[config.mk]
export PLATFORM = sky130hd
export DESIGN_NAME = auxq_engine
export DESIGN_NICKNAME = d
export VERILOG_FILES = /design/src/rtl/auxq_pkg.sv /design/src/rtl/auxq_fifo.sv /design/src/rtl/auxq_seq.sv /design/src/rtl/auxq_engine.sv
export SDC_FILE = /design/constraint.sdc
export NUM_CORES = 1
export LEC_CHECK = 0
export CAP_MARGIN = 20
export CORE_AREA = 4 4 192 194
export DETAILED_ROUTE_END_ITERATION = 8
export DIE_AREA = 0 0 196 198
export GPL_TIMING_DRIVEN = 0
export MAX_ROUTING_LAYER = met4
export PLACE_DENSITY = 0.68
export SLEW_MARGIN = 20
export SYNTH_ARGS = -nofsm -noshare
export SYNTH_HDL_FRONTEND = slang
export SYNTH_SLANG_ARGS = --single-unit
export TNS_END_PERCENT = 10
[constraint.sdc]
create_clock -name clk -period 3.68 [get_ports clk]
set_input_delay 0.552 -clock clk [delete_from_list [all_inputs] [get_ports clk]]
set_output_delay 0.552 -clock clk [all_outputs]
set_load 0.05 [all_outputs]
[src/rtl/auxq_pkg.sv]
`timescale 1ns/1ps
package auxq_pkg;

   // register offsets decoded by host software
   localparam logic [7:0] REG_CLR  = 8'h76;
   localparam logic [7:0] REG_A0   = 8'h7D;
   localparam logic [7:0] REG_A1   = 8'h7E;
   localparam logic [7:0] REG_A2   = 8'h7F;
   localparam logic [7:0] REG_LEN  = 8'h80;
   localparam logic [7:0] REG_WDAT = 8'h81;
   localparam logic [7:0] REG_RDAT = 8'h82;
   localparam logic [7:0] REG_CTL  = 8'h83;
   localparam logic [7:0] REG_STS  = 8'h84;
   localparam logic [7:0] CLR_KEY  = 8'hFF;

   typedef enum logic [2:0] {
      DC_NONE      = 3'd0,
      DC_NAK       = 3'd1,
      DC_DEFER     = 3'd2,
      DC_ACK       = 3'd3,
      DC_BADREQ    = 3'd4,
      DC_I2C_NAK   = 3'd5,
      DC_I2C_DEFER = 3'd6,
      DC_TIMEOUT   = 3'd7
   } done_code_e;

   typedef enum logic [1:0] {
      LK_ACK   = 2'd0,
      LK_NAK   = 2'd1,
      LK_DEFER = 2'd2,
      LK_RSVD  = 2'd3
   } link_code_e;

   typedef enum logic [1:0] {
      SQ_IDLE = 2'd0,
      SQ_REQ  = 2'd1,
      SQ_WAIT = 2'd2
   } seq_state_e;

   function automatic logic cmd_legal(input logic [3:0] c);
      return (c == 4'h0) || (c == 4'h1) || (c == 4'h8) || (c == 4'h9);
   endfunction

endpackage

[src/rtl/auxq_fifo.sv]
`timescale 1ns/1ps
module auxq_fifo #(
   parameter int DW    = 8,
   parameter int DEPTH = 16,
   localparam int PW   = (DEPTH > 1) ? $clog2(DEPTH) : 1,
   localparam int CW   = $clog2(DEPTH + 1)
) (
   input  logic          clk,
   input  logic          rst_n,
   input  logic          clr,
   input  logic          push,
   input  logic [DW-1:0] din,
   input  logic          pop,
   output logic [DW-1:0] head,
   input  logic [PW-1:0] peek_idx,
   output logic [DW-1:0] peek_data,
   output logic [CW-1:0] count
);

   generate
      if ((1 << PW) != DEPTH) begin : g_bad_depth
         $error("auxq_fifo: DEPTH must be a power of two");
      end
   endgenerate

   logic [DW-1:0] mem [DEPTH];
   logic [PW-1:0] wr_ptr, rd_ptr;
   logic [CW-1:0] cnt;
   logic          do_pop, do_push;

   assign do_pop  = pop && (cnt != '0);
   assign do_push = push && ((cnt != CW'(DEPTH)) || do_pop);

   always_ff @(posedge clk) begin
      if (do_push) mem[wr_ptr] <= din;
   end

   always_ff @(posedge clk or negedge rst_n) begin
      if (!rst_n) begin
         wr_ptr <= '0;
         rd_ptr <= '0;
         cnt    <= '0;
      end else if (clr) begin
         wr_ptr <= '0;
         rd_ptr <= '0;
         cnt    <= '0;
      end else begin
         if (do_push) wr_ptr <= wr_ptr + PW'(1);
         if (do_pop)  rd_ptr <= rd_ptr + PW'(1);
         cnt <= cnt + CW'(do_push) - CW'(do_pop);
      end
   end

   assign head      = (cnt != '0) ? mem[rd_ptr] : '0;
   assign peek_data = mem[rd_ptr + peek_idx];
   assign count     = cnt;

endmodule

[src/rtl/auxq_seq.sv]
`timescale 1ns/1ps
module auxq_seq
   import auxq_pkg::*;
#(
   parameter int TIMEOUT_CYC = 1024,
   parameter int RETRY_MAX   = 7,
   localparam int TW = $clog2(TIMEOUT_CYC + 1),
   localparam int RW = $clog2(RETRY_MAX + 2)
) (
   input  logic       clk,
   input  logic       rst_n,
   input  logic       clr,
   input  logic       start,
   input  logic [3:0] cmd,
   output logic       req_valid,
   input  logic       req_ready,
   input  logic       rsp_valid,
   input  logic [1:0] rsp_code,
   input  logic [4:0] rsp_cnt,
   output logic       busy,
   output logic [7:0] status
);

   generate
      if (TIMEOUT_CYC < 2) begin : g_bad_timeout
         $error("auxq_seq: TIMEOUT_CYC must be at least 2");
      end
      if (RETRY_MAX < 0) begin : g_bad_retry
         $error("auxq_seq: RETRY_MAX must not be negative");
      end
   endgenerate

   seq_state_e    st;
   logic [TW-1:0] tmr;
   logic [RW-1:0] tries;
   logic          native;
   link_code_e    code_in;

   assign code_in = link_code_e'(rsp_code);

   always_ff @(posedge clk or negedge rst_n) begin
      if (!rst_n) begin
         st <= SQ_IDLE; tmr <= '0; tries <= '0; native <= 1'b0; status <= '0;
      end else if (clr) begin
         st <= SQ_IDLE; tmr <= '0; tries <= '0; native <= 1'b0; status <= '0;
      end else begin
         case (st)
            SQ_IDLE: begin
               if (start) begin
                  tmr    <= '0;
                  tries  <= '0;
                  native <= cmd[3];
                  if (cmd_legal(cmd)) begin
                     status <= '0;
                     st     <= SQ_REQ;
                  end else begin
                     status <= {DC_BADREQ, 5'd0};
                  end
               end
            end
            default: begin
               if (st == SQ_WAIT && rsp_valid) begin
                  case (code_in)
                     LK_ACK: begin
                        status <= {DC_ACK, rsp_cnt};
                        st     <= SQ_IDLE;
                     end
                     LK_DEFER: begin
                        if (tries < RW'(RETRY_MAX)) begin
                           tries <= tries + RW'(1);
                           tmr   <= '0;
                           st    <= SQ_REQ;
                        end else begin
                           status <= {native ? DC_DEFER : DC_I2C_DEFER, rsp_cnt};
                           st     <= SQ_IDLE;
                        end
                     end
                     default: begin
                        status <= {native ? DC_NAK : DC_I2C_NAK, rsp_cnt};
                        st     <= SQ_IDLE;
                     end
                  endcase
               end else if (tmr == TW'(TIMEOUT_CYC - 1)) begin
                  status <= {DC_TIMEOUT, 5'd0};
                  st     <= SQ_IDLE;
               end else begin
                  tmr <= tmr + TW'(1);
                  if (st == SQ_REQ && req_ready) st <= SQ_WAIT;
               end
            end
         endcase
      end
   end

   assign req_valid = (st == SQ_REQ);
   assign busy      = (st != SQ_IDLE);

endmodule

[src/rtl/auxq_engine.sv]
`timescale 1ns/1ps
module auxq_engine
   import auxq_pkg::*;
#(
   parameter int MAX_LEN     = 16,
   parameter int TIMEOUT_CYC = 1024,
   parameter int RETRY_MAX   = 7,
   localparam int LEN_W = $clog2(MAX_LEN),
   localparam int CNT_W = $clog2(MAX_LEN + 1)
) (
   input  logic             clk,
   input  logic             rst_n,
   input  logic             host_wr,
   input  logic             host_rd,
   input  logic [7:0]       host_addr,
   input  logic [7:0]       host_wdata,
   output logic [7:0]       host_rdata,
   output logic             lnk_req_valid,
   input  logic             lnk_req_ready,
   output logic [3:0]       lnk_req_cmd,
   output logic [19:0]      lnk_req_addr,
   output logic [CNT_W-1:0] lnk_req_len,
   input  logic [LEN_W-1:0] lnk_wr_idx,
   output logic [7:0]       lnk_wr_byte,
   input  logic             lnk_rd_push,
   input  logic [7:0]       lnk_rd_byte,
   input  logic             lnk_rsp_valid,
   input  logic [1:0]       lnk_rsp_code,
   input  logic [4:0]       lnk_rsp_cnt
);

   generate
      if (MAX_LEN < 2 || MAX_LEN > 16) begin : g_bad_len
         $error("auxq_engine: MAX_LEN must lie in 2..16 to fit the length field");
      end
   endgenerate

   logic [7:0] addr_lo, addr_mid, addr_hi, len_reg;
   logic       chan_clr, go, wpush, rpop, busy;
   logic [7:0] sts;
   logic [7:0] rbuf_head, wbuf_head, rbuf_peek;
   logic [CNT_W-1:0] wbuf_cnt, rbuf_cnt;

   assign chan_clr = host_wr && (host_addr == REG_CLR) && (host_wdata == CLR_KEY);
   assign go       = host_wr && (host_addr == REG_CTL) && host_wdata[0];
   assign wpush    = host_wr && (host_addr == REG_WDAT);
   assign rpop     = host_rd && (host_addr == REG_RDAT);

   always_ff @(posedge clk or negedge rst_n) begin
      if (!rst_n) begin
         addr_lo <= '0; addr_mid <= '0; addr_hi <= '0; len_reg <= '0;
      end else if (host_wr) begin
         case (host_addr)
            REG_A0:  addr_lo  <= host_wdata;
            REG_A1:  addr_mid <= host_wdata;
            REG_A2:  addr_hi  <= host_wdata;
            REG_LEN: len_reg  <= host_wdata;
            default: ;
         endcase
      end
   end

   auxq_fifo #(.DW(8), .DEPTH(MAX_LEN)) wbuf_i (
      .clk(clk), .rst_n(rst_n), .clr(chan_clr),
      .push(wpush), .din(host_wdata), .pop(1'b0), .head(wbuf_head),
      .peek_idx(lnk_wr_idx), .peek_data(lnk_wr_byte), .count(wbuf_cnt)
   );

   auxq_fifo #(.DW(8), .DEPTH(MAX_LEN)) rbuf_i (
      .clk(clk), .rst_n(rst_n), .clr(chan_clr),
      .push(lnk_rd_push), .din(lnk_rd_byte), .pop(rpop), .head(rbuf_head),
      .peek_idx('0), .peek_data(rbuf_peek), .count(rbuf_cnt)
   );

   logic unused_fifo_taps;
   assign unused_fifo_taps = ^{wbuf_head, rbuf_peek, wbuf_cnt, rbuf_cnt};

   auxq_seq #(.TIMEOUT_CYC(TIMEOUT_CYC), .RETRY_MAX(RETRY_MAX)) seq_i (
      .clk(clk), .rst_n(rst_n), .clr(chan_clr), .start(go), .cmd(addr_hi[7:4]),
      .req_valid(lnk_req_valid), .req_ready(lnk_req_ready),
      .rsp_valid(lnk_rsp_valid), .rsp_code(lnk_rsp_code), .rsp_cnt(lnk_rsp_cnt),
      .busy(busy), .status(sts)
   );

   assign lnk_req_cmd  = addr_hi[7:4];
   assign lnk_req_addr = {addr_hi[3:0], addr_mid, addr_lo};
   assign lnk_req_len  = len_reg[7] ? '0
                       : CNT_W'(len_reg[LEN_W-1:0]) + CNT_W'(1);

   always_comb begin
      case (host_addr)
         REG_A0:   host_rdata = addr_lo;
         REG_A1:   host_rdata = addr_mid;
         REG_A2:   host_rdata = addr_hi;
         REG_LEN:  host_rdata = len_reg;
         REG_RDAT: host_rdata = rbuf_head;
         REG_CTL:  host_rdata = {7'd0, busy};
         REG_STS:  host_rdata = sts;
         default:  host_rdata = '0;
      endcase
   end

endmodule

== Word level (Yosys, flattened, before mapping) ==
Memory sizes are Yosys's and may differ from the RTL's.
Cells that the tools add are included.
Storage, ports and cells
  memories kept: 2
  memory bits (writable): 256
  bits in registers: 80
  output and inout bits: 46
Memories
  rbuf_i.mem: words 16, bits a word 8, read ports 1, clocked after memory_dff 0, wr ports 1, RTL line auxq_fifo.sv:26  | logic [DW-1:0] mem [DEPTH];
  wbuf_i.mem: words 16, bits a word 8, read ports 1, clocked after memory_dff 0, wr ports 1, RTL line auxq_fifo.sv:26
Cells by class
  $add $sub $neg: 9
  $lt $le $gt $ge: 1
  muxes and demuxes: 50
  reductions and logical operators: 39
  equal/unequal tests: 25
Operator list (number)
  $mux 11: 7
  $mux 8: 8
  $pmux 8 s7: 1
  $eq 8x8->1 const B: 6
  $mux 4: 12
  $eq 8x7->1 const B: 4
  $add 4x1->4 const B: 4
  $mux 2: 8
  $pmux 8 s2: 1
  $mux 5: 3
  $ne 5x5->1 const B: 3
  $reduce_bool 2->1: 6
  $add 11x1->11 const B: 1
  $eq 11x10->1 const B: 1
  $logic_and 1x1->1: 11
  $add 5x1->5: 2
  $reduce_and 2->1: 5
  $reduce_bool 5->1: 2
  $reduce_bool 3->1: 3
  $eq 4x4->1 const B: 2
  $mux 1: 8
  $ne 4x4->1 const B: 2
  $reduce_and 4->1: 2
  $mux 3: 2
  14 further kinds: 20

== Depth between registers and ports, before layout ==
Gate-level depths: netlist (run 1).
  word-level depth: 8
  depth in mapped cells: 14

== Cells and area by module ==
A second synthesis (run 1) with hierarchy kept.
Second synthesis, totals
  cells, all modules: 1297
  area, all modules: 17604.4 sq um
By module, submodules not included
  auxq_fifo at rbuf_i: times used 1, cells each 501, area each 7200.7 sq um
  auxq_fifo at wbuf_i: times used 1, cells each 501, area each 7199.4 sq um
  auxq_engine: times used 1, cells each 152, area each 1833.0 sq um
  auxq_seq: times used 1, cells each 143, area each 1371.3 sq um

== Worst setup path before layout (run 1) ==
OpenSTA, ideal clock, no wires.
  path type: input port to output port
  start: input port host_addr[2]
  end: output port host_rdata[6]
  setup slack: 0.448 ns
  arrival: 2.680 ns
  stages: 5
  cell sequence: nor4_1 > nand3_1 > or2_2 > clkbuf_1 > o21ai_0
Between the ends
  longest elaborated chain between the ends: 2
Ends and longest elaborated chain
  start, declared: RTL line auxq_engine.sv:15  | input logic [7:0] host_addr,
  $eq 8x8->1 / $eq 8x7->1 (equally long branches): RTL line auxq_engine.sv:91  | case (host_addr)
  $pmux 8 s7 (*): RTL line auxq_engine.sv:91
  end, declared: RTL line auxq_engine.sv:17  | output logic [7:0] host_rdata,
Mark *: on every way between the ends. The rest lies on a longest branch, timed or not.

== Worst setup path after layout (run 1) ==
  start: input port host_addr[3]
  end: output port host_rdata[3]
Same word-level chain as after synthesis.

==> flow_summary.json, run 1 <==
{
  "synth.distinct_cells": 61,
  "setup.worst_path.start_class": "input port",
  "vdd_drop_max_v": 0.000450,
  "setup_tns_ns": 0,
  "numCtsBuffers": 37,
  "layout_common_cells": "edfxtp_1 (256), dfrtp_1 (80), mux4_2 (72), clkdlybuf4s50_1 (65), nor2_1 (59)",
  "tightestPinTransition_ns": 0.968,
  "setup_violations": 0,
  "crit_chain": "clkdlybuf4s50_1 > nor4_4 > nand3_1 > or2_2 > clkbuf_1 > a21o_1 > nand3_1 > clkdlybuf4s15_2",
  "post-route-period-util_pct": 97.3,
  "post_cts_buffers": 0,
  "netlist_instances": 837,
  "yosysSeqAreaShare_pct": 68.1,
  "numPortBuffers": 83,
  "cts_tree": "done",
  "clk_pin_slew_ns": 0.06,
  "h-tree-depth": 2,
  "layout.nets": 1027,
  "grt_pass1_wl_um": 49400,
  "endpoint_kind": "primary output",
  "syn_area_um2": 14200,
  "drtIter0Drc": 554,
  "reg2reg_depth": 14,
  "drive_gt1_share_pct": 23.0,
  "drc": 0,
  "crit_type": "input port to primary output",
  "cts_root_buf": "clkbuf_16",
  "drv_slew": 0,
  "die_area_um2": 38800,
  "rsz0062_at_grt": "yes",
  "arrival_ns": 3.03,
  "critPathLaunch": "host_addr[3]",
  "grt_pass1_vias": 8139,
  "antenna_found_initial": 0,
  "area_delta_synth_final_pct": 19.6,
  "die_y_um": 198,
  "synth-main-ff-cell": "edfxtp_1",
  "status": "finished, violations left",
  "drtAntennaViolNets": 0,
  "cts.sinks": 336,
  "initial_core_util_pct": 40.4,
  "path_common_cell": "nand3_1",
  "clock_latency_ns": 0.53,
  "layout_commonest_cell": "edfxtp_1",
  "num_vias": 8033,
  "die_w_um": 196,
  "timing.final.ws_setup_ns": 0.100,
  "endpoint": "host_rdata[3]",
  "grt_max_degree": 43,
  "syn-num-nets": 900,
  "power_density_nw_per_um2": 535,
  "gr-total-overflow": 0,
  "routabilityCongestion": 0.858,
  "critPathSlowestCell": "clkdlybuf4s50_1",
  "worst_path_largest_cell_delay_ns": 0.56,
  "timing.rr.start": "rbuf_i.count[2]",
  "wl_per_cell_um": 22.2,
  "avgSynthCellArea_um2": 17.0,
  "grt.total_usage_pct": 17.1,
  "cp_data_required_time_ns": 3.13,
  "routed_wirelength_um": 32300,
  "hold_ws_ns": -0.00252,
  "synthArstFlopShare_pct": 23.8,
  "io_pins": 88,
  "hold_path.class": "input port to async pin",
  "cts_buffer_depth": 3,
  "fin_crit_ns": 3.58,
  "diodes": 0,
  "dp_hpwl_um": 21900,
  "reg2reg_slack_ns": 0.88,
  "finalHoldViolCount": 1,
  "fin_skew_ns": 0.0325,
  "maxSlewHeadroom_pct": 35.2,
  "vias_per_cell": 5.53,
  "fp.coreArea_um2": 35200,
  "rows": 69,
  "violations": "hold timing",
  "drt-pass1-iter-count": 5,
  "dp_slack_ns": -0.524,
  "cts_hold_buffers": 0,
  "maxCapViolCount": 0,
  "rr_endpoint": "rbuf_i.count[4]",
  "yosysWarnings": 0,
  "synth-edff-count": 256,
  "power_leakage_uw": 0.00617,
  "fmax_mhz": 279,
  "worstPathMaxFanout": 8,
  "synth_seq_cells": 336,
  "largest_registers": "rbuf_i.mem (128), wbuf_i.mem (128), seq_i.tmr (11)"
}
kinds of logic after synthesis:
kind of cell | share of synthesized area [%]
mux | 15.0
xor+xnor | 1.29
compound gates | 4.64
simple gates | 7.40
fa+ha+maj | 1.90
flops | 68.1
buf+inv | 1.73
critical path: cells and delay by family:
family | cells | cell delay, ns
compound gates | 1 | 0.27
buf+inv | 3 | 1.19
simple gates | 4 | 1.01
cells in the mapped netlist, drive strengths merged (4+ instances only):
cell type	instances	area (um^2)
ha	20	250
dfrtp	80	2000
a22o	14	123
mux2i	6	60.1
and3	15	93.8
and2	13	81.3
a21o	7	52.6
nor3b	4	40.0
nand2	20	77.6
o21ai	9	48.8
a21oi	10	50.1
nand3b	4	30.0
nor2	60	228
nor4	9	71.3
nand4	9	56.3
mux2	40	450
xnor2	9	78.8
a22oi	23	173
buf	19	85.1
a311oi	6	52.6
xor2	12	105
nor2b	13	88.8
nor3	11	66.3
mux4	72	1620
inv	24	90.1
nand3	19	95.1
edfxtp	256	7690
clkbuf	19	71.3
worst min-delay path by stage:
stage,from,end,slack [ns],cells after the start
6_report,rst_n,rbuf_i.wr_ptr[1],-0.003,1
3_3_place_gp,seq_i.tries[3],seq_i.tries[3],0.49,2
4_1_cts,rst_n,rbuf_i.wr_ptr[1],0.0004,1
3_5_place_dp,seq_i.tmr[10],seq_i.tmr[10],0.49,2
5_1_grt,rst_n,rbuf_i.wr_ptr[1],0.04,1
2_1_floorplan,rst_n,addr_hi[0],0.26,0
power breakdown:
group	total, uW	switching [uW]	internal, uW
clock	3690	1510	2190
combinational	993	586	407
sequential	4420	108	4310
metal layers:
layer,GRT usage (%),up-vias,share of wire (%)
li1,-,3567,-
met1,23.8,4129,43
met2,26.4,277,48
met5,-,-,0
met4,5.07,0,2.8
met3,2.57,60,6.4
timing repair:
action / 4_1_cts / 5_1_grt
endpoints found under the setup margin: 16 / 14
gates resized for setup: 38 / 16
cloned: 0 / 0
endpoints found under the hold margin: 0 / 0
pin swaps: 0 / 0
metrics by stage:
stage	hold WS [ns]	cells	utilization [%]	total power [uW]	area (um^2)
2_1_floorplan	0.256	837	-	5120	14200
3_3_place_gp	0.487	1381	44.4	5460	15600
3_5_place_dp	0.494	1386	44.7	5490	15700
4_1_cts	0.000426	1453	48.3	9190	17000
5_1_grt	0.0387	1453	48.3	9470	17000
6_report	-0.00252	1453	48.3	9110	17000
final cells by class:
cell class	count	area [um^2]
Buffer	38	175
Clock buffer	47	1010
Clock inverter	20	228
Fill cell	3006	18200
Inverter	24	90.1
Multi-Input combinational cell	439	4370
Sequential cell	336	9690
Tap cell	461	577
Timing Repair Buffer	88	881
(Power assumes the default switching activity.)
==> run 2, diff against run 1 <==
--- a/config.mk
+++ b/config.mk
@@ -7,6 +7,7 @@
 export LEC_CHECK = 0
 export CAP_MARGIN = 20
 export CORE_AREA = 4 4 192 194
+export CTS_BUF_LIST = sky130_fd_sc_hd__clkbuf_16
 export DETAILED_ROUTE_END_ITERATION = 8
 export DIE_AREA = 0 0 196 198
 export GPL_TIMING_DRIVEN = 0
==> flow_summary.json, run 2 (synthesized netlist as in run 1, its figures left out) <==
{
  "vdd_drop_max_v": 0.000449,
  "grt_pass1_vias": 8139,
  "crit_chain": "clkdlybuf4s50_1 > nor4_4 > nand3_1 > or2_2 > clkbuf_1 > a21o_1 > nand3_1 > clkdlybuf4s15_2",
  "post_cts_buffers": 0,
  "maxCapViolCount": 0,
  "fin_crit_ns": 3.58,
  "routed_wirelength_um": 32200,
  "critPathSlowestCell": "clkdlybuf4s50_1",
  "path_common_cell": "nand3_1",
  "layout.nets": 1027,
  "numPortBuffers": 83,
  "post-route-period-util_pct": 97.2,
  "drive_gt1_share_pct": 22.5,
  "timing.final.ws_setup_ns": 0.103,
  "drv_slew": 0,
  "fp.coreArea_um2": 35200,
  "wl_met3_um": 1910,
  "reg2reg_slack_ns": 0.89,
  "drt-pass1-iter-count": 5,
  "worstPathMaxFanout": 8,
  "layout_common_cells": "edfxtp_1 (256), dfrtp_1 (80), mux4_2 (72), clkdlybuf4s50_1 (65), nor2_1 (59)",
  "clock_latency_ns": 0.54,
  "fmax_mhz": 280,
  "internal_power_uw": 6790,
  "cts_tree": "done",
  "p_clk_share_pct": 39.8,
  "grt.total_usage_pct": 17.0,
  "cts_hold_buffers": 0,
  "die_y_um": 198,
  "violations": "hold timing",
  "area_delta_synth_final_pct": 19.2,
  "antenna_found_initial": 0,
  "hold_ws_ns": -0.00113,
  "power_density_nw_per_um2": 529,
  "endpoint_kind": "primary output",
  "p_switching_uw": 2200,
  "setup.worst_path.start_class": "input port",
  "io_pins": 88,
  "maxSlewHeadroom_pct": 35.4,
  "area.sequential_um2": 9690,
  "numCtsBuffers": 37,
  "die_w_um": 196,
  "finalHoldViolCount": 1,
  "design_area_um2": 17000,
  "wl_per_cell_um": 22.2,
  "place_area_um2": 15700,
  "wl_met2_um": 15200,
  "vias_per_cell": 5.48,
  "h-tree-depth": 2,
  "num_vias": 7967,
  "wl_met1_um": 14200,
  "clk_pin_slew_ns": 0.06,
  "dp_hpwl_um": 21900,
  "power_frac_seq_pct": 49.2,
  "p_comb_share_pct": 11.0,
  "tightestPinTransition_ns": 0.966,
  "cp_data_required_time_ns": 3.13,
  "drtIter0Drc": 577,
  "drc": 0,
  "n_fill_cell": 3011,
  "die_area_um2": 38800,
  "diodes": 0,
  "cts.sinks": 336,
  "power_leakage_uw": 0.00616,
  "grt_pass1_wl_um": 49300,
  "rows": 69,
  "cts_buffer_depth": 3,
  "multi_input_area_um2": 4370,
  "setup_tns_ns": 0,
  "routabilityCongestion": 0.858,
  "fin_skew_ns": 0.0362,
  "utilization_pct": 48.2,
  "highest_layer": "met4",
  "layout_commonest_cell": "edfxtp_1",
  "largest_registers": "rbuf_i.mem (128), wbuf_i.mem (128), seq_i.tmr (11)",
  "arrival_ns": 3.02,
  "dp_slack_ns": -0.524,
  "crit_type": "input port to primary output",
  "setup_violations": 0,
  "status": "finished, violations left",
  "initial_core_util_pct": 40.4,
  "rsz0062_at_grt": "yes",
  "gr-total-overflow": 0,
  "cts_root_buf": "clkbuf_16",
  "worst_path_largest_cell_delay_ns": 0.56,
  "switching_share_pct": 24.4,
  "hold_path.class": "input port to async pin",
  "drtAntennaViolNets": 0,
  "grt_max_degree": 43
}
run 2: cell types whose count changed in the layout (fill, tap and decap cells not counted), sizes merged:
| cell | previous run | this run |
|---|---|---|
| inv | 25 | 30 |
| clkinv | 15 | 20 |
| clkbuf | 67 | 57 |
run 2: stage by stage:
| step | power, uW | std cells |
|---|---|---|
| 2_1_floorplan | 5120 | 837 |
| 6_report | 8980 | 1453 |
| 5_1_grt | 9340 | 1453 |
| 3_3_place_gp | 5460 | 1381 |
| 4_1_cts | 9060 | 1453 |
| 3_5_place_dp | 5490 | 1386 |
run 2: routing by layer:
layer / vias up / track usage, %
met5: - / -
met4: 0 / 5.09
met2: 245 / 26.5
li1: 3563 / -
met1: 4100 / 23.6
met3: 59 / 2.57
run 2: cell type report:
| class | instances | area share, % |
|---|---|---|
| clock buffer | 37 | 5.46 |
| clock inverter | 30 | 1.56 |
| buffer | 38 | 1.01 |
| multi-input combinational | 439 | 25.7 |
| timing repair buffer | 88 | 5.19 |
| sequential | 336 | 57.1 |
| tap | 461 | 3.40 |
| inverter | 24 | 0.531 |
run 2: critical path: cells and delay by family:
| family | cells | cell delay, ns |
|---|---|---|
| buf+inv | 3 | 1.19 |
| compound gates | 1 | 0.26 |
| simple gates | 4 | 1.02 |
run 2: path summary, 6_finish.rpt:
| kind | to | startpoint | cells past startpoint |
|---|---|---|---|
| setup / recovery | host_rdata[3] | host_addr[3] | 8 |
| hold / removal | rbuf_i.wr_ptr[1] | rst_n | 1 |
| setup reg to reg | rbuf_i.count[4] | rbuf_i.count[2] | 14 |
| hold reg to reg | seq_i.tmr[10] | seq_i.tmr[10] | 2 |
| max in group asynchronous | addr_mid[3] | rst_n | 2 |
| min in group clk | seq_i.tmr[10] | seq_i.tmr[10] | 2 |
run 2: what timing repair did:
action | in CTS | in global routing
cloned | 0 | 0
gates resized for setup | 38 | 15
endpoints found under the setup margin | 16 | 14
run 2: power by group through the flow:
stage	registers [uW]	clock network [uW]	logic, uW
2_1_floorplan	4500	0	617
6_report	4420	3570	989
5_1_grt	4440	3810	1100
3_5_place_dp	4490	0	993
3_3_place_gp	4480	0	977
4_1_cts	4420	3640	1000
